**src/rtl/canIrqPkg.sv**
```systemverilog
package canIrqPkg;
  localparam int FLAG_W = 11;
  localparam int POS_W  = 5;
  localparam int ARB_W  = 5;
  localparam int TYPE_W = 2;
  localparam int TX_N   = 3;

  localparam int RX_BIT  = 0;
  localparam int EW_BIT  = 2;
  localparam int DO_BIT  = 3;
  localparam int WU_BIT  = 4;
  localparam int EP_BIT  = 5;
  localparam int AL_BIT  = 6;
  localparam int BE_BIT  = 7;
  localparam int ID_BIT  = 8;

  function automatic int txFlagBit(input int idx);
    return (idx == 0) ? 1 : 8 + idx;
  endfunction

  typedef struct packed {
    logic [FLAG_W-1:0] setFlag;
    logic [FLAG_W-1:0] clrFlag;
    logic              capErr;
    logic              capArb;
  } ctlStrobes_t;
endpackage

```
**src/rtl/canIrqControl.sv**
```systemverilog
module canIrqControl
  import canIrqPkg::*;
(
  input  logic              clk,
  input  logic              rstN,
  input  logic              rxFull,
  input  logic [TX_N-1:0]   txFree,
  input  logic              errStatus,
  input  logic              busStatus,
  input  logic              overrun,
  input  logic              sleeping,
  input  logic              busActivity,
  input  logic              errPassive,
  input  logic              arbLost,
  input  logic              busErr,
  input  logic              idRcvd,
  input  logic [FLAG_W-1:0] irqEn,
  input  logic              rdEn,
  input  logic [3:0]        rdByteMask,
  output ctlStrobes_t       strb
);
  logic [TX_N-1:0] txFreePrev;
  logic errPrev, busPrev, ovrPrev, passPrev;
  logic errLock, arbLock;
  logic relErr, relArb, ackFlags;
  logic [FLAG_W-1:0] rawSet;

  assign ackFlags = rdEn & rdByteMask[0];
  assign relErr   = rdEn & rdByteMask[2];
  assign relArb   = rdEn & rdByteMask[3];

  always_ff @(posedge clk) begin
    if (!rstN) begin
      txFreePrev <= '0;
      errPrev    <= 1'b0;
      busPrev    <= 1'b0;
      ovrPrev    <= 1'b0;
      passPrev   <= 1'b0;
    end else begin
      txFreePrev <= txFree;
      errPrev    <= errStatus;
      busPrev    <= busStatus;
      ovrPrev    <= overrun;
      passPrev   <= errPassive;
    end
  end

  always_ff @(posedge clk) begin
    if (!rstN) begin
      errLock <= 1'b0;
      arbLock <= 1'b0;
    end else begin
      if (strb.capErr)  errLock <= 1'b1;
      else if (relErr)  errLock <= 1'b0;
      if (strb.capArb)  arbLock <= 1'b1;
      else if (relArb)  arbLock <= 1'b0;
    end
  end

  always_comb begin
    rawSet = '0;
    rawSet[RX_BIT] = rxFull;
    rawSet[EW_BIT] = (errStatus ^ errPrev) | (busStatus ^ busPrev);
    rawSet[DO_BIT] = overrun & ~ovrPrev;
    rawSet[WU_BIT] = sleeping & busActivity;
    rawSet[EP_BIT] = errPassive ^ passPrev;
    rawSet[AL_BIT] = arbLost & ~arbLock;
    rawSet[BE_BIT] = busErr & ~errLock;
    rawSet[ID_BIT] = idRcvd;
    for (int i = 0; i < TX_N; i++)
      rawSet[txFlagBit(i)] = txFree[i] & ~txFreePrev[i];
  end

  always_comb begin
    strb.setFlag = rawSet & irqEn;
    strb.clrFlag = '0;
    if (ackFlags) strb.clrFlag[FLAG_W-1:1] = '1;
    if (relArb)   strb.clrFlag[AL_BIT] = 1'b1;
    strb.capErr = busErr & ~errLock;
    strb.capArb = arbLost & ~arbLock;
  end

  assert_err_lock_hold_R7: assert property (@(posedge clk) disable iff (!rstN)
    (errLock && !relErr) |=> errLock);
  assert_arb_lock_hold_R8: assert property (@(posedge clk) disable iff (!rstN)
    (arbLock && !relArb) |=> arbLock);
  assert_no_cap_locked_R7: assert property (@(posedge clk) disable iff (!rstN)
    errLock |-> !strb.capErr);
endmodule

```
**src/rtl/canIrqDatapath.sv**
```systemverilog
module canIrqDatapath
  import canIrqPkg::*;
(
  input  logic              clk,
  input  logic              rstN,
  input  ctlStrobes_t       strb,
  input  logic [ARB_W-1:0]  arbBit,
  input  logic [POS_W-1:0]  busErrPos,
  input  logic              busErrRx,
  input  logic [TYPE_W-1:0] busErrType,
  output logic [31:0]       rdData,
  output logic              irqOut
);
  localparam int ERR_W = POS_W + 1 + TYPE_W;

  logic [FLAG_W-1:0] flags;
  logic [ERR_W-1:0]  errField;
  logic [ARB_W-1:0]  arbField;

  for (genvar i = 0; i < FLAG_W; i++) begin : gFlag
    if (i == RX_BIT) begin : gLevel
      always_ff @(posedge clk) begin
        if (!rstN) flags[i] <= 1'b0;
        else       flags[i] <= strb.setFlag[i];
      end
    end else begin : gSticky
      always_ff @(posedge clk) begin
        if (!rstN)                 flags[i] <= 1'b0;
        else if (strb.setFlag[i])  flags[i] <= 1'b1;
        else if (strb.clrFlag[i])  flags[i] <= 1'b0;
      end
    end
  end

  always_ff @(posedge clk) begin
    if (!rstN) begin
      errField <= '0;
      arbField <= '0;
    end else begin
      if (strb.capErr) errField <= {busErrType, busErrRx, busErrPos};
      if (strb.capArb) arbField <= arbBit;
    end
  end

  always_comb begin
    rdData = '0;
    rdData[FLAG_W-1:0]   = flags;
    rdData[16+:ERR_W]    = errField;
    rdData[24+:ARB_W]    = arbField;
  end
  assign irqOut = |flags;

  assert_err_frozen_R7: assert property (@(posedge clk) disable iff (!rstN)
    !strb.capErr |=> $stable(errField));
  assert_arb_frozen_R8: assert property (@(posedge clk) disable iff (!rstN)
    !strb.capArb |=> $stable(arbField));
  assert_set_wins_R9: assert property (@(posedge clk) disable iff (!rstN)
    strb.setFlag[DO_BIT] |=> flags[DO_BIT]);
  assert_ack_clears_R9: assert property (@(posedge clk) disable iff (!rstN)
    (strb.clrFlag[DO_BIT] && !strb.setFlag[DO_BIT]) |=> !flags[DO_BIT]);
endmodule

```
**src/rtl/canIrqCapture.sv**
```systemverilog
module canIrqCapture
  import canIrqPkg::*;
(
  input  logic        clk,
  input  logic        rstN,
  input  logic        rxFull,
  input  logic [2:0]  txFree,
  input  logic        errStatus,
  input  logic        busStatus,
  input  logic        overrun,
  input  logic        sleeping,
  input  logic        busActivity,
  input  logic        errPassive,
  input  logic        arbLost,
  input  logic [4:0]  arbBit,
  input  logic        busErr,
  input  logic [4:0]  busErrPos,
  input  logic        busErrRx,
  input  logic [1:0]  busErrType,
  input  logic        idRcvd,
  input  logic [10:0] irqEn,
  input  logic        rdEn,
  input  logic [3:0]  rdByteMask,
  output logic [31:0] rdData,
  output logic        irqOut
);
  ctlStrobes_t strb;

  canIrqControl uCtl (
    .clk(clk), .rstN(rstN), .rxFull(rxFull), .txFree(txFree),
    .errStatus(errStatus), .busStatus(busStatus), .overrun(overrun),
    .sleeping(sleeping), .busActivity(busActivity), .errPassive(errPassive),
    .arbLost(arbLost), .busErr(busErr), .idRcvd(idRcvd), .irqEn(irqEn),
    .rdEn(rdEn), .rdByteMask(rdByteMask), .strb(strb)
  );

  canIrqDatapath uDp (
    .clk(clk), .rstN(rstN), .strb(strb), .arbBit(arbBit),
    .busErrPos(busErrPos), .busErrRx(busErrRx), .busErrType(busErrType),
    .rdData(rdData), .irqOut(irqOut)
  );

  assert_tx_edge_R2: assert property (@(posedge clk) disable iff (!rstN)
    $rose(rdData[1]) |-> $past(txFree[0]));
  assert_irq_or_R10: assert property (@(posedge clk) disable iff (!rstN)
    irqOut |-> (rdData[10:0] != 0));
endmodule

```
**config.mk**
```make
export PLATFORM = sky130hd
export DESIGN_NAME = canIrqCapture
export DESIGN_NICKNAME = d
export VERILOG_FILES = /design/src/rtl/canIrqPkg.sv /design/src/rtl/canIrqControl.sv /design/src/rtl/canIrqDatapath.sv /design/src/rtl/canIrqCapture.sv
export SDC_FILE = /design/constraint.sdc
export NUM_CORES = 1
export LEC_CHECK = 0
export ABC_AREA = 0
export BUFFER_PORTS_ARGS = -buffer_cell sky130_fd_sc_hd__buf_2
export CAP_MARGIN = 25
export CORE_MARGIN = 4
export CORE_UTILIZATION = 38
export CTS_CLUSTER_SIZE = 10
export DETAILED_ROUTE_END_ITERATION = 7
export GPL_TIMING_DRIVEN = 0
export PLACE_DENSITY = 0.8
export SETUP_SLACK_MARGIN = 0.2
export SYNTH_ARGS = -nofsm -noshare
export SYNTH_HDL_FRONTEND = slang
export SYNTH_SLANG_ARGS = --single-unit
export TNS_END_PERCENT = 50
```
**constraint.sdc**
```tcl
create_clock -name clk -period 0.95 [get_ports clk]
set_clock_uncertainty 0.05 [all_clocks]
set_input_delay 0.095 -clock clk [delete_from_list [all_inputs] [get_ports clk]]
set_output_delay 0.095 -clock clk [all_outputs]
set_load 0.01 [all_outputs]
```
==> results.md <==
* VDD IR-drop max at roughly 0.95 mV
* Met3 WL post-DR at around 370 um
* Mapped Cells at 131
* Setup ws final at -0.440 ns
* Die Span X at around 67 um
* CP max stage delay at between 0.3 and 0.4 ns
* R2R setup slack at -0.14 ns
* IO Pins at 77
* Core area at between 3000 and 4000 um2
* Most common cell after layout, fill and taps aside: buf_2
* First-pass GRT wire length at approximately 6.8 mm
* Internal power at ~2300 uW
* Kind of start point of the critical path: register
* Setup violations, final at 19
* TritonCTS buffer count at 5
* Row cnt at 21
* Antenna violations before repair at 0
* H-tree level count at 2
* RSZ-0062 raised after global routing: true
* YS warnings at 0
* Filler Cell Count at 210
* Synth Area in Adders at 0%
* Seq cells post-synth at 33
* Proportion of layout cells with a drive suffix above 1 at roughly 63%
* Area growth, synth to finish at 94.1%
* GRT Residual Overflow at 0
* Worst path top cell family by delay: simple AND/OR/NAND/NOR gates
* Layout Nets at about 300
* Number of global-route vias before repair at 1,461
* Switch share at 27.3%
* Final std cell area, no fill at between 2000 and 3000 um2
* Hold WC Path Type: in2reg
* Root Driver: clkbuf_4
* CP Cell Sequence: nor4_2, nand3_1, buf_2
* Synth Area in Simple Gates at between 20% and 30%
* Worst-Skew Late Latency at between 0.3 and 0.4 ns
* Cell Area, Placed at 1770 um2
* WHS Endpoint: uDp.rdData[8]$_SDFFE_PN0P_
* Met2 wire length at 2.68 mm
* Post-synthesis compound-gate area fraction at 14.7%
* Synth cell types at 26
* 1st-iter DRT viols at 39
* Storage cell area at between 700 and 800 um2
* CTS tree: yes
* Register area share after synthesis at around half
* Req. time, crit path at 0.81 ns
* Min cycle time layout at approximately 1.4 ns
* Most frequent cells in the layout: 45 x buf_2, 30 x dlygate4sd3_1, 29 x buf_6
* Die height at about 67 um
* Worst reg2reg startpoint: uCtl.arbLock$_SDFFE_PN0P_
* Sink Count at 33
* Critical path type: reg2out
* Fin. max-slew vios at 0
* Final WL at roughly 4.8 mm
* Pwr Density at 1240 nW/um2
* Comb pwr share at 25.5%
* Routed Antenna Nets at 0
* Post-synthesis mux area share at under 10%
* DP HPWL at about 2.3 mm
* Setup_tns at -1.52 ns
* Synthesized area per cell at between 10 and 15 um2
* Largest family of logic cells by synthesized area: simple AND/OR/NAND/NOR gates
* Min-Delay Path Depth at 3
* Largest net degree at the start of global routing at 11
* Max Fclk at 719 MHz
* Multi-input gate area at approximately 730 um2
* Post-detailed-route wirelength per cell at around 16 um
* Initial Util at around two fifths
* Reg2Reg Depth at 4
* Drt drc at 0
* GP Congestion at about 0.68
* Via density at roughly 4.7
* Antenna Diode Count at 0
* Final hold slack at -0.00991 ns
* XOR/XNOR Fraction of Synth Area at 1.99%
* Longest Clk Path Bufs at 2
* Die area at 4470 um2
* Psw at a little under 900 uW
* Vias at ~1,400
* Mapped Area at ~1300 um2
* Max-cap check violation count at 0
* Worst Path Buf+Inv at 1
* CP max-delay cell: dfxtp_2
* Clock power frac at between 20% and 30%
* Clock-pin slew on the worst setup and hold paths at around 0.10 ns
* RR Endpoint: uDp.arbField[3]$_SDFFE_PN0P_
* Reg power frac at between 40% and 50%
* Total global-route track usage at 20.8%
* Critical Path Sink Type: primary output
* Worst-path fanout max at 2
* Top layer in use: met4
* Leak Pwr at ~0.0012 uW
* Hold-fix buffers, CTS at 32
* Final Hold Fails at 2
* Failing checks: hold timing, setup timing
* Port bufs at 67
* Crit share post-route at 146%
* First-pass detailed-route iteration total at 4
* Met1 Wirelength at between 1.5 and 2 mm
* Hold Crit Start: idRcvd
* CP Data Arrival Time at ~1.3 ns
* Status: complete, but fails checks
worst min-delay path, cell delays in order:
cell,delay [ns]
buf_2,0.08
a22oi_1,0.07
nor2b_1,0.10
power groups by stage:
stage	logic, uW	registers, uW	clock network [uW]
after floorplan	249	1580	0
after global placement	475	1550	0
after detailed placement	482	1550	0
after CTS	703	1550	842
after global routing	865	1560	893
final	808	1560	804
Yosys cell counts, drive strengths merged:
cell,count,share of area [%]
and2,7,3.3
nand2,22,6.5
xor2,3,2.0
buf,13,7.6
clkbuf,1,0.28
mux2i,5,3.8
nor2b,12,6.1
conb,1,0.28
nor3,1,0.38
a31oi,2,0.95
o211ai,1,0.57
nand3b,4,2.3
a22oi,4,2.3
a32oi,1,0.66
a21boi,12,9.1
nand2b,1,0.48
dfxtp,33,50
and3,1,0.48
nand3,2,0.76
nor4,2,0.95
o21ai,3,1.1
what timing repair did:
item | in CTS | in global routing
setup buffers | 4 | 3
pin swaps | 28 | 20
resized for setup | 66 | 33
setup endpoints to repair | 42 | 48
endpoints found under the hold margin | 33 | 2
cloned | 0 | 1
routing by layer:
| metal | GRT usage [%] | vias to the layer above |
|---|---|---|
| met1 | 20.4 | 644 |
| met3 | 7.25 | 15 |
| met4 | 9.37 | 0 |
| li1 | - | 668 |
| met5 | 0 | - |
| met2 | 38.5 | 65 |
flip-flops by register name (all words and copies together), names as in the netlist:
signal and cells:
uCtl.errPrev 1, uCtl.txFreePrev 3, uDp.rdData 11, uCtl.ovrPrev 1, uCtl.busPrev 1, uDp.errField 8, uCtl.passPrev 1, uCtl.errLock 1
uCtl.arbLock 1, uDp.arbField 5
layout make-up:
cell class | count | share of cell area (%)
multi-input combinational | 91 | 28.4
clock buffer | 6 | 2.01
buffer | 14 | 4.55
tap | 46 | 2.25
timing repair buffer | 107 | 34.5
clock inverter | 1 | 0.294
sequential | 33 | 28.0
stage by stage:
stage	util (%)	instances	hold WS (ns)	total power, uW	setup WS (ns)
after floorplan	-	138	0.145	1830	0.0302
after global placement	52.9	251	0.233	2020	-0.122
after global routing	76.6	298	-0.0110	3320	-0.468
final	76.6	298	-0.00991	3170	-0.440
after detailed placement	52.9	251	0.236	2030	-0.131
after CTS	72.2	294	-0.0385	3090	-0.450
how the worst max path moves through the flow:
| stage | start | to | cells after the start |
|---|---|---|---|
| after global routing | uDp.rdData[1]$_SDFFE_PN0P_ | irqOut | 3 |
| final | uDp.rdData[9]$_SDFFE_PN0P_ | irqOut | 3 |
| after global placement | uDp.rdData[2]$_SDFFE_PN0P_ | irqOut | 3 |
| after CTS | uDp.rdData[9]$_SDFFE_PN0P_ | irqOut | 3 |
| after detailed placement | uDp.rdData[2]$_SDFFE_PN0P_ | irqOut | 3 |
| after floorplan | uCtl.arbLock$_SDFFE_PN0P_ | uDp.arbField[0]$_SDFFE_PN0P_ | 4 |
cell families (layout without fill, tap and decap cells):
family | after synthesis | in the layout
AO/OA/AOI/OAI | 23 | 23
XOR/XNOR | 3 | 3
buffers and inverters | 14 | 128
flip-flops | 33 | 33
multiplexers | 5 | 5
other | 1 | 8
AND/OR/NAND/NOR | 52 | 52
Power figures use the tool's default switching activity.
